### config.mk
export PLATFORM = sky130hd
export DESIGN_NAME = swsel_sequencer
export DESIGN_NICKNAME = d
export VERILOG_FILES = /design/src/rtl/swsel_pkg.sv /design/src/rtl/swsel_clkdiv.sv /design/src/rtl/swsel_pattern.sv /design/src/rtl/swsel_ctrl.sv /design/src/rtl/swsel_sequencer.sv
export SDC_FILE = /design/constraint.sdc
export NUM_CORES = 1
export LEC_CHECK = 0
export ABC_AREA = 1
export CAP_MARGIN = 5
export CORE_MARGIN = 2
export CORE_UTILIZATION = 44
export DETAILED_ROUTE_END_ITERATION = 12
export GPL_TIMING_DRIVEN = 0
export MAX_ROUTING_LAYER = met4
export PLACE_DENSITY = 0.69
export REMOVE_ABC_BUFFERS = 1
export SETUP_SLACK_MARGIN = 0.2
export SYNTH_ARGS = -nofsm -noshare
export SYNTH_HDL_FRONTEND = slang
export SYNTH_SLANG_ARGS = --single-unit
### constraint.sdc
create_clock -name clk -period 1.68 [get_ports clk]
set_input_delay 0.168 -clock clk [delete_from_list [all_inputs] [get_ports clk]]
set_output_delay 0.168 -clock clk [all_outputs]
set_load 0.1 [all_outputs]
### src/rtl/swsel_pkg.sv
package swsel_pkg;

  // Run phases of the sequencer
  typedef enum logic [1:0] {
    PH_IDLE  = 2'd0,
    PH_SHIFT = 2'd1,
    PH_HAND  = 2'd2
  } phase_e;

  // Selection word, LSB is the first bit on the wire
  localparam logic [15:0] SEL_WORD_DEF = 16'hE79E;

endpackage

### src/rtl/swsel_clkdiv.sv
module swsel_clkdiv #(
  parameter int DIV_W = 8
) (
  input  logic             clk,
  input  logic             rst_n,
  input  logic             run_i,
  input  logic [DIV_W-1:0] div_i,
  output logic             lclk_o,
  output logic             fall_o
);

  localparam logic [DIV_W-1:0] CNT_ONE = DIV_W'(1);

  logic [DIV_W-1:0] hcnt_q, hcnt_d;
  logic             lclk_q, lclk_d;
  logic             hit;

  assign hit = run_i && (hcnt_q == div_i);

  always_comb begin
    hcnt_d = hcnt_q;
    lclk_d = lclk_q;
    if (!run_i) begin
      hcnt_d = '0;
      lclk_d = 1'b0;
    end else if (hit) begin
      hcnt_d = '0;
      lclk_d = ~lclk_q;
    end else begin
      hcnt_d = hcnt_q + CNT_ONE;
    end
  end

  always_ff @(posedge clk or negedge rst_n) begin
    if (!rst_n) begin
      hcnt_q <= '0;
      lclk_q <= 1'b0;
    end else begin
      hcnt_q <= hcnt_d;
      lclk_q <= lclk_d;
    end
  end

  assign lclk_o = lclk_q;
  assign fall_o = hit && lclk_q;


  stop_low_chk: assert property (@(posedge clk) disable iff (!rst_n)
    !run_i |=> !lclk_o);


  count_bound_chk: assert property (@(posedge clk) disable iff (!rst_n)
    run_i && $stable(div_i) |-> hcnt_q <= div_i);

endmodule

### src/rtl/swsel_pattern.sv
module swsel_pattern #(
  parameter int          RST_LEN  = 56,
  parameter int          SEL_LEN  = 16,
  parameter int          IDLE_LEN = 2,
  parameter logic [15:0] SEL_WORD = swsel_pkg::SEL_WORD_DEF
) (
  input  logic clk,
  input  logic rst_n,
  input  logic clr_i,
  input  logic adv_i,
  output logic bit_o,
  output logic last_o
);

  localparam int TOTAL = 2 * RST_LEN + SEL_LEN + IDLE_LEN;
  localparam int IDX_W = $clog2(TOTAL + 1);
  localparam int SEL_W = (SEL_LEN > 1) ? $clog2(SEL_LEN) : 1;

  localparam logic [IDX_W-1:0] B_SEL  = IDX_W'(RST_LEN);
  localparam logic [IDX_W-1:0] B_RST2 = IDX_W'(RST_LEN + SEL_LEN);
  localparam logic [IDX_W-1:0] B_IDLE = IDX_W'(2 * RST_LEN + SEL_LEN);
  localparam logic [IDX_W-1:0] B_LAST = IDX_W'(TOTAL - 1);
  localparam logic [IDX_W-1:0] IDX_ONE = IDX_W'(1);

  logic [IDX_W-1:0] idx_q, idx_d;
  logic [SEL_W-1:0] sel_idx;

  always_comb begin
    idx_d = idx_q;
    if (clr_i)
      idx_d = '0;
    else if (adv_i && (idx_q != B_LAST))
      idx_d = idx_q + IDX_ONE;
  end

  always_ff @(posedge clk or negedge rst_n) begin
    if (!rst_n) idx_q <= '0;
    else        idx_q <= idx_d;
  end

  assign sel_idx = SEL_W'(idx_q - B_SEL);

  always_comb begin
    if (idx_q < B_SEL)
      bit_o = 1'b1;
    else if (idx_q < B_RST2)
      bit_o = SEL_WORD[sel_idx];
    else if (idx_q < B_IDLE)
      bit_o = 1'b1;
    else
      bit_o = 1'b0;
  end

  assign last_o = (idx_q == B_LAST);


  end_hold_chk: assert property (@(posedge clk) disable iff (!rst_n)
    last_o && !clr_i |=> last_o);


  clear_start_chk: assert property (@(posedge clk) disable iff (!rst_n)
    clr_i |=> bit_o);

endmodule

### src/rtl/swsel_ctrl.sv
module swsel_ctrl
  import swsel_pkg::*;
#(
  parameter int DIV_W = 8
) (
  input  logic             clk,
  input  logic             rst_n,
  input  logic             start_i,
  input  logic [DIV_W-1:0] div_i,
  input  logic             last_i,
  input  logic             fall_i,
  input  logic             ack_i,
  output logic             clr_o,
  output logic             run_o,
  output logic [DIV_W-1:0] div_o,
  output phase_e           phase_o,
  output logic             done_o
);

  phase_e           phase_q, phase_d;
  logic [DIV_W-1:0] div_q;
  logic             div_en;
  logic             done_q, done_d;

  always_comb begin
    phase_d = phase_q;
    clr_o   = 1'b0;
    done_d  = 1'b0;
    unique case (phase_q)
      PH_IDLE: begin
        if (start_i) begin
          phase_d = PH_SHIFT;
          clr_o   = 1'b1;
        end
      end
      PH_SHIFT: begin
        if (fall_i && last_i) phase_d = PH_HAND;
      end
      PH_HAND: begin
        if (ack_i) begin
          phase_d = PH_IDLE;
          done_d  = 1'b1;
        end
      end
      default: phase_d = PH_IDLE;
    endcase
  end

  assign div_en = clr_o;

  always_ff @(posedge clk or negedge rst_n) begin
    if (!rst_n) begin
      phase_q <= PH_IDLE;
      done_q  <= 1'b0;
    end else begin
      phase_q <= phase_d;
      done_q  <= done_d;
    end
  end

  always_ff @(posedge clk or negedge rst_n) begin
    if (!rst_n)      div_q <= '0;
    else if (div_en) div_q <= div_i;
  end

  assign run_o   = (phase_q == PH_SHIFT);
  assign div_o   = div_q;
  assign phase_o = phase_q;
  assign done_o  = done_q;


  no_restart_chk: assert property (@(posedge clk) disable iff (!rst_n)
    (phase_q == PH_SHIFT) && start_i && !fall_i |=> phase_q == PH_SHIFT);


  div_hold_chk: assert property (@(posedge clk) disable iff (!rst_n)
    (phase_q == PH_SHIFT) && $past(phase_q == PH_SHIFT) |-> $stable(div_q));

endmodule

### src/rtl/swsel_sequencer.sv
module swsel_sequencer
  import swsel_pkg::*;
#(
  parameter int          DIV_W    = 8,
  parameter int          RST_LEN  = 56,
  parameter int          SEL_LEN  = 16,
  parameter int          IDLE_LEN = 2,
  parameter logic [15:0] SEL_WORD = SEL_WORD_DEF
) (
  input  logic             clk,
  input  logic             rst_n,
  input  logic             start_i,
  input  logic [DIV_W-1:0] div_i,
  input  logic             id_ack_i,
  output logic             link_clk_o,
  output logic             link_dat_o,
  output logic             link_oe_o,
  output logic             busy_o,
  output logic             id_req_o,
  output logic             done_o
);

  logic [1:0]       rst_sync_q;
  logic             rst_int_n;
  logic             clr, run, fall, last, pat_bit;
  logic [DIV_W-1:0] div_run;
  phase_e           phase;

  // Asynchronous assertion, synchronous release
  always_ff @(posedge clk or negedge rst_n) begin
    if (!rst_n) rst_sync_q <= 2'b00;
    else        rst_sync_q <= {rst_sync_q[0], 1'b1};
  end
  assign rst_int_n = rst_sync_q[1];

  swsel_ctrl #(.DIV_W(DIV_W)) ctrl_i (
    .clk     (clk),
    .rst_n   (rst_int_n),
    .start_i (start_i),
    .div_i   (div_i),
    .last_i  (last),
    .fall_i  (fall),
    .ack_i   (id_ack_i),
    .clr_o   (clr),
    .run_o   (run),
    .div_o   (div_run),
    .phase_o (phase),
    .done_o  (done_o)
  );

  swsel_clkdiv #(.DIV_W(DIV_W)) clkdiv_i (
    .clk    (clk),
    .rst_n  (rst_int_n),
    .run_i  (run),
    .div_i  (div_run),
    .lclk_o (link_clk_o),
    .fall_o (fall)
  );

  swsel_pattern #(
    .RST_LEN  (RST_LEN),
    .SEL_LEN  (SEL_LEN),
    .IDLE_LEN (IDLE_LEN),
    .SEL_WORD (SEL_WORD)
  ) pattern_i (
    .clk    (clk),
    .rst_n  (rst_int_n),
    .clr_i  (clr),
    .adv_i  (fall),
    .bit_o  (pat_bit),
    .last_o (last)
  );

  assign link_oe_o  = (phase == PH_SHIFT);
  assign link_dat_o = link_oe_o & pat_bit;
  assign busy_o     = (phase != PH_IDLE);
  assign id_req_o   = (phase == PH_HAND);


  data_on_fall_chk: assert property (@(posedge clk) disable iff (!rst_int_n)
    busy_o && $past(busy_o) && (link_dat_o != $past(link_dat_o)) |-> !link_clk_o);


  handoff_on_fall_chk: assert property (@(posedge clk) disable iff (!rst_int_n)
    $rose(id_req_o) |-> $past(link_clk_o) && !link_clk_o && !link_oe_o);


  done_after_ack_chk: assert property (@(posedge clk) disable iff (!rst_int_n)
    done_o |-> !busy_o && $past(id_req_o) && $past(id_ack_i));


  first_bit_chk: assert property (@(posedge clk) disable iff (!rst_int_n)
    $rose(busy_o) |-> link_oe_o && link_dat_o && !link_clk_o);


  exclusive_out_chk: assert property (@(posedge clk) disable iff (!rst_int_n)
    $onehot0({link_oe_o, id_req_o, done_o}));

endmodule

; Word level (Yosys, flattened, before mapping)
; Memory sizes are Yosys's and may differ from the RTL's.
; Index checks and enable logic that the tools add are counted.
[totals]
word_cells = 52
n_memories = 1
in_bits = 12
out_inout_bits = 6
register_bits = 30
romBits = 16
[op_classes]
n_bitwise = 2
eq_ne = 9
mux = 18
n_addsub = 3
reduce_logical = 8
magnitude_cmp = 4
[memory_table]
columns = name, depth, word_bits, rd, rd_ports_with_merged_regs, write_ports, line
row1 = (no name shown), 16, 1, 1, 0, 0, swsel_pattern.sv:47  ; bit_o = SEL_WORD[sel_idx];
[op_table]
columns = operator, n
row1 = $mux 8, 4
row2 = $add 8x1->8 const B, 2
row3 = $mux 1, 10
row4 = $eq 8x8->1, 1
row5 = $eq 8x8->1 const B, 1
row6 = $lt 8x6->1 const B, 1
row7 = $lt 8x7->1 const B, 1
row8 = $lt 8x8->1 const B, 1
row9 = $ne 8x8->1 const B, 1
row10 = $mux 2, 3
row11 = $pmux 2 s3, 1
row12 = $lt 4x5->1 const B, 1
row13 = $logic_and 1x1->1, 4
row14 = $ne 2x1->1 const B, 2
row15 = $ne 2x2->1 const B, 2
row16 = $reduce_bool 2->1, 2
row17 = $sub 4x4->4 const B, 1
row18 = $reduce_and 3->1, 1
row19 = $eq 2x1->1 const B, 1
row20 = $eq 2x2->1 const B, 1
row21 = $logic_not 2->1, 1
row22 = $and 1x1->1, 1
row23 = $not 1->1, 1

; Longest topological paths before layout
; Gate-level depths: netlist of run 1.
[depth]
depth_word = 6
depth_mapped = 11
depth_no_buf = 11

; Modules after synthesis
; From an unflattened synthesis of run 1, not the netlist that was laid out.
[unflattened]
hier_cells = 246
area_unflattened_um2 = 1806.7
[by_module_without_submodules]
columns = module, n_inst, area_per_inst_um2, cells_per_inst, seq_area_each_um2
row1 = swsel_clkdiv, 1, 659.4, 103, 225.2
row2 = swsel_pattern, 1, 610.6, 83, 200.2
row3 = swsel_ctrl, 1, 450.4, 49, 275.3
row4 = swsel_sequencer, 1, 86.3, 11, 50.0

; Worst setup path after synthesis of run 1
; No wires, ideal clock.
[synth_timing]
path_kind = reg-to-output
from = register ctrl_i.phase_q[1], in the netlist ctrl_i.phase_o[1]
to = output port link_dat_o
t_required_ns = 1.512
arrival_ns = 3.203
setup_slack_ns = -1.691
stages_incl_launch_ff = 4
n_path_buf = 0
cell_sequence = dfrtp_1 > nor2_4 > inv_1 > nor3_1
[synth_between]
elab_chain_len = 2
[synth_rtl]
columns = element, line
row1 = start: declaration, swsel_ctrl.sv:20  ; phase_e phase_q, phase_d;
row2 = start signal: assignment, swsel_ctrl.sv:56  ; phase_q <= phase_d;
row3 = $eq 2x1->1, swsel_sequencer.sv:74  ; assign link_oe_o = (phase == PH_SHIFT);
row4 = named net link_oe_o, swsel_sequencer.sv:17  ; output logic link_oe_o,
row5 = $and 1x1->1, swsel_sequencer.sv:75  ; assign link_dat_o = link_oe_o & pat_bit;
row6 = end: declaration, swsel_sequencer.sv:16  ; output logic link_dat_o,
; The timed path passes the listed nets, and every way through them passes these cells.

; Final worst setup path of run 1
[layout_timing]
from = register pattern_i.idx_q[1]
to = output port link_dat_o
[layout_between]
elab_chain_len = 6
elab_cells_between_ends = 10
classes_between = add/sub (1) / order compare (3) / mux (4) / bitwise (1) / memory (1)
[layout_rtl]
columns = element, line
row1 = start: declaration, swsel_pattern.sv:25  ; logic [IDX_W-1:0] idx_q, idx_d;
row2 = start signal: assignment, swsel_pattern.sv:38  ; else idx_q <= idx_d;
row3 = $sub 4x4->4, swsel_pattern.sv:41  ; assign sel_idx = SEL_W'(idx_q - B_SEL);
row4 = $mem_v2 16x1, -
row5 = $mux 1 (implied by the code), swsel_pattern.sv:47
row6 = $mux 1, swsel_pattern.sv:46  ; else if (idx_q < B_RST2)
row7 = $mux 1 (*), swsel_pattern.sv:44  ; if (idx_q < B_SEL)
row8 = $and 1x1->1 (*), swsel_sequencer.sv:75
; Mark *: on every way between the ends. The rest lies on a longest branch, timed or not. The select of a mux whose other input is x is not followed.

==> impl_metrics.toml, run 1 <==
[run_status]
status = "finished, violations left"
violations = "negative setup slack"

[synth]
yosys.area_share.xor_xnor_pct = 3.701
ys_async_sr_fraction_pct = 100.0
synthesis.instances = 224
synth_top_area_share_pct = 45.32
synth_most_common_cell = "nand2_1"
yosys.area_share.simple_pct = 32.18
ys_top_cells_by_count = "nand2_1 (74), inv_1 (35), dfrtp_1 (30), nor2_1 (23), nand3_1 (14)"
muxShareOfSynthArea_pct = 0
ys_seq_area_share_pct = 45.32
ys.flop_type = "dfrtp_1"
yosysWarnings = 0
synth-seq-cells = 30
synth_top_family_by_area = "simple AND/OR/NAND/NOR gates"
synth-compound-area-share_pct = 5.287
synthTopCellsByArea = "dfrtp_1 (45%), nand2_1 (17%), inv_1 (7.9%), nor2_1 (5.2%), nand3_1 (4.2%)"
syn_avg_cell_area_sq_um = 7.395
synth_edf_count = 0
synthesis.area_sq_um = 1657
ys_types = 20
synthAdderAreaFrac_pct = 3.776
yosysTopAreaCell = "dfrtp_1"

[routing]
vias = 1468
wl_microns = 3744
drt_iter0_drc = 88
route.detailed.drc = 0
drtAntennaViolNets = 0
wl_per_cell_microns = 12.12
via_per_inst = 4.751
dr.pass1.iters = 4

[floorplan]
std_cell_rows = 22
initial_core_util_pct = 45.59
fp.dieW_microns = 65.36
dieArea_sq_um = 4272
pin_count = 18
die_h_microns = 65.36
core_sq_um = 3633

[clock_tree]
cts_sinks = 30
htree_levels = 2
cts_root_buffer = "clkbuf_8"
clock_path_buffers = 2
cts_tree = "done"
cts_buffers = 5
path_clk_slew_ps = 60
insertion_delay_ps = 290
holdBufCountCts = 0

[setup_path]
critPathTopFamily = "flip-flops"
worst_setup_path_start_kind = "flop"
r2r_start = "pattern_i.idx_q[0]$_DFFE_PN0P_"
crit_type = "flop to output port"
cp.arrival_ps = 1610
critPathCaptureType = "output port"
critPathRequiredTime_ps = 1510
critPathLaunch = "pattern_i.idx_q[1]$_DFFE_PN0P_"
r2r_cells = 10
crit_cells = 6
slowest_stage = "dfrtp_1"
slowest_delay_ps = 410
path_buf_inv = 2
critPathMaxFanout = 2
crit_chain = "inv_2, ha_4, a21oi_2, a211oi_2, nor3_2, buf_6"

[global_routing]
grt_pass1_wl_microns = 6023
grt_remaining_overflow = 0
grt_pass1_vias = 1377
antenna_found_initial = 0
grt_max_degree = 29
track_usage_pct = 19.18

[placement]
place.gp.congestion = 0.8592
io_buffers = 17
post-place-cells = 285
pre_cts_slack_ps = -901.0
dp_hpwl_microns = 2143

[cells_and_area]
fin_nets = 278
n_antenna_cell = 0
drive_gt1_share_pct = 29.12
fillCellCount = 333
area_growth_pct = 35.20
layout.cells.non_filler = 309

[sta]
hold_violations = 0
finClkSkew_ps = 6.516
timing.final.crit_share_pct = 106.1
final-setup-viol-count = 1
max_freq_ghz = 0.5611
fin_ws_ps = -102.3
slew_headroom_pct = 59.79
rsz0062_at_grt = "yes"
slew_viol_final = 0
worst_pin_slew_ps = 603.2
post-route-min-period_ps = 1782

[pwr]
p_leak_uw = 0.001110
power_density_nw_per_um2 = 1446
peakVddDrop_v = 0.0008279

[run]
drv_cap = 0

[worst_hold_path]
holdCritPathClass = "primary input to async pin"
==> state kept, by name, summed over array words and instances (netlist names) <==
| signal | flops |
|---|---|
| clkdiv_i.hcnt_q | 8 |
| clkdiv_i.lclk_o | 1 |
| ctrl_i.div_o | 8 |
| ctrl_i.done_o | 1 |
| ctrl_i.phase_o | 2 |
| pattern_i.idx_q | 8 |
| rst_sync_q | 2 |
==> path summary, 6_finish.rpt <==
path / slack [ps] / to
min in group clk: 350 / rst_sync_q[1]$_DFF_PN0_
hold / removal: 50 / rst_sync_q[0]$_DFF_PN0_
setup reg to reg: 100 / pattern_i.idx_q[2]$_DFFE_PN0P_
setup / recovery: -100 / link_dat_o
hold reg to reg: 270 / ctrl_i.div_o[0]$_DFFE_PN0P_
max in group asynchronous: 970 / pattern_i.idx_q[4]$_DFFE_PN0P_
==> cell families after synthesis <==
family,Yosys count
flops,30
buf+inv,41
simple gates,123
compound gates,17
fa+ha+maj,5
other cells,1
xor+xnor,7
==> placed cells by master, fill, tap and decap left out, drive strengths merged <==
cell type	synthesis	final
nand2	76	76
inv	37	36
dfrtp	30	30
nor2	25	25
buf	3	19
nand3	14	14
o21ai	13	13
clkdlybuf4s50	0	11
xor2	7	7
clkbuf	1	6
nor3	5	5
ha	5	5
nand4	3	4
a21oi	3	3
clkinvlp	0	2
clkinv	0	2
a211oi	1	1
clkdlybuf4s15	0	1
conb	1	1
==> report_power, final <==
group	internal (uW)	switching [uW]	total [uW]
Sequential	948	251	1200
Clock	277	277	554
Combinational	600	886	1490
Total	1830	1410	3240
==> timing repair <==
item,CTS,global route
gates resized for setup,54,30
gates cloned,2,0
pin swaps,8,4
setup buffers,8,7
hold endpoints to repair,0,0
setup endpoints to repair,29,28
==> stage by stage <==
stage               cell area, sq um  power (uW)  hold WS, ps  util [%]  TNS [ps]
global route                    2240        3480        53.82     61.64    -183.1
floorplan                       1638        2011       -127.6         -     -2239
global placement                1868        2243        334.4     51.41     -4264
detailed placement              1868        2268        342.6     51.41     -4563
CTS                             2100        3026        46.52     57.78    -122.5
finish                          2240        3238        51.26     61.64    -102.3
==> layer usage <==
metal  track usage (%)  wire length [microns]
met1             22.82                   1706
met2             29.97                   1855
met3             6.849                    132
met4             7.292                     50
met5                 -                      0
==> layout make-up <==
class / instances / area [sq um] / area share, %
well taps: 48 / 60.06 / 2.682
repair inverters: 1 / 7.507 / 0.3352
clock buffers: 5 / 68.82 / 3.073
clock inverters: 2 / 10.01 / 0.4469
repair buffers: 32 / 291.5 / 13.02
inverters: 37 / 142.6 / 6.369
flip-flops and latches: 30 / 757.0 / 33.80
multi-input cells: 154 / 902.1 / 40.28
Power figures use the tool's default switching activity.
==> run 2, diff against run 1 <==
Settings changed: CTS_CLUSTER_SIZE from default to 25.
==> results of run 2 <==
Same layout as run 1: the final DEF is identical, and so are final timing and power.
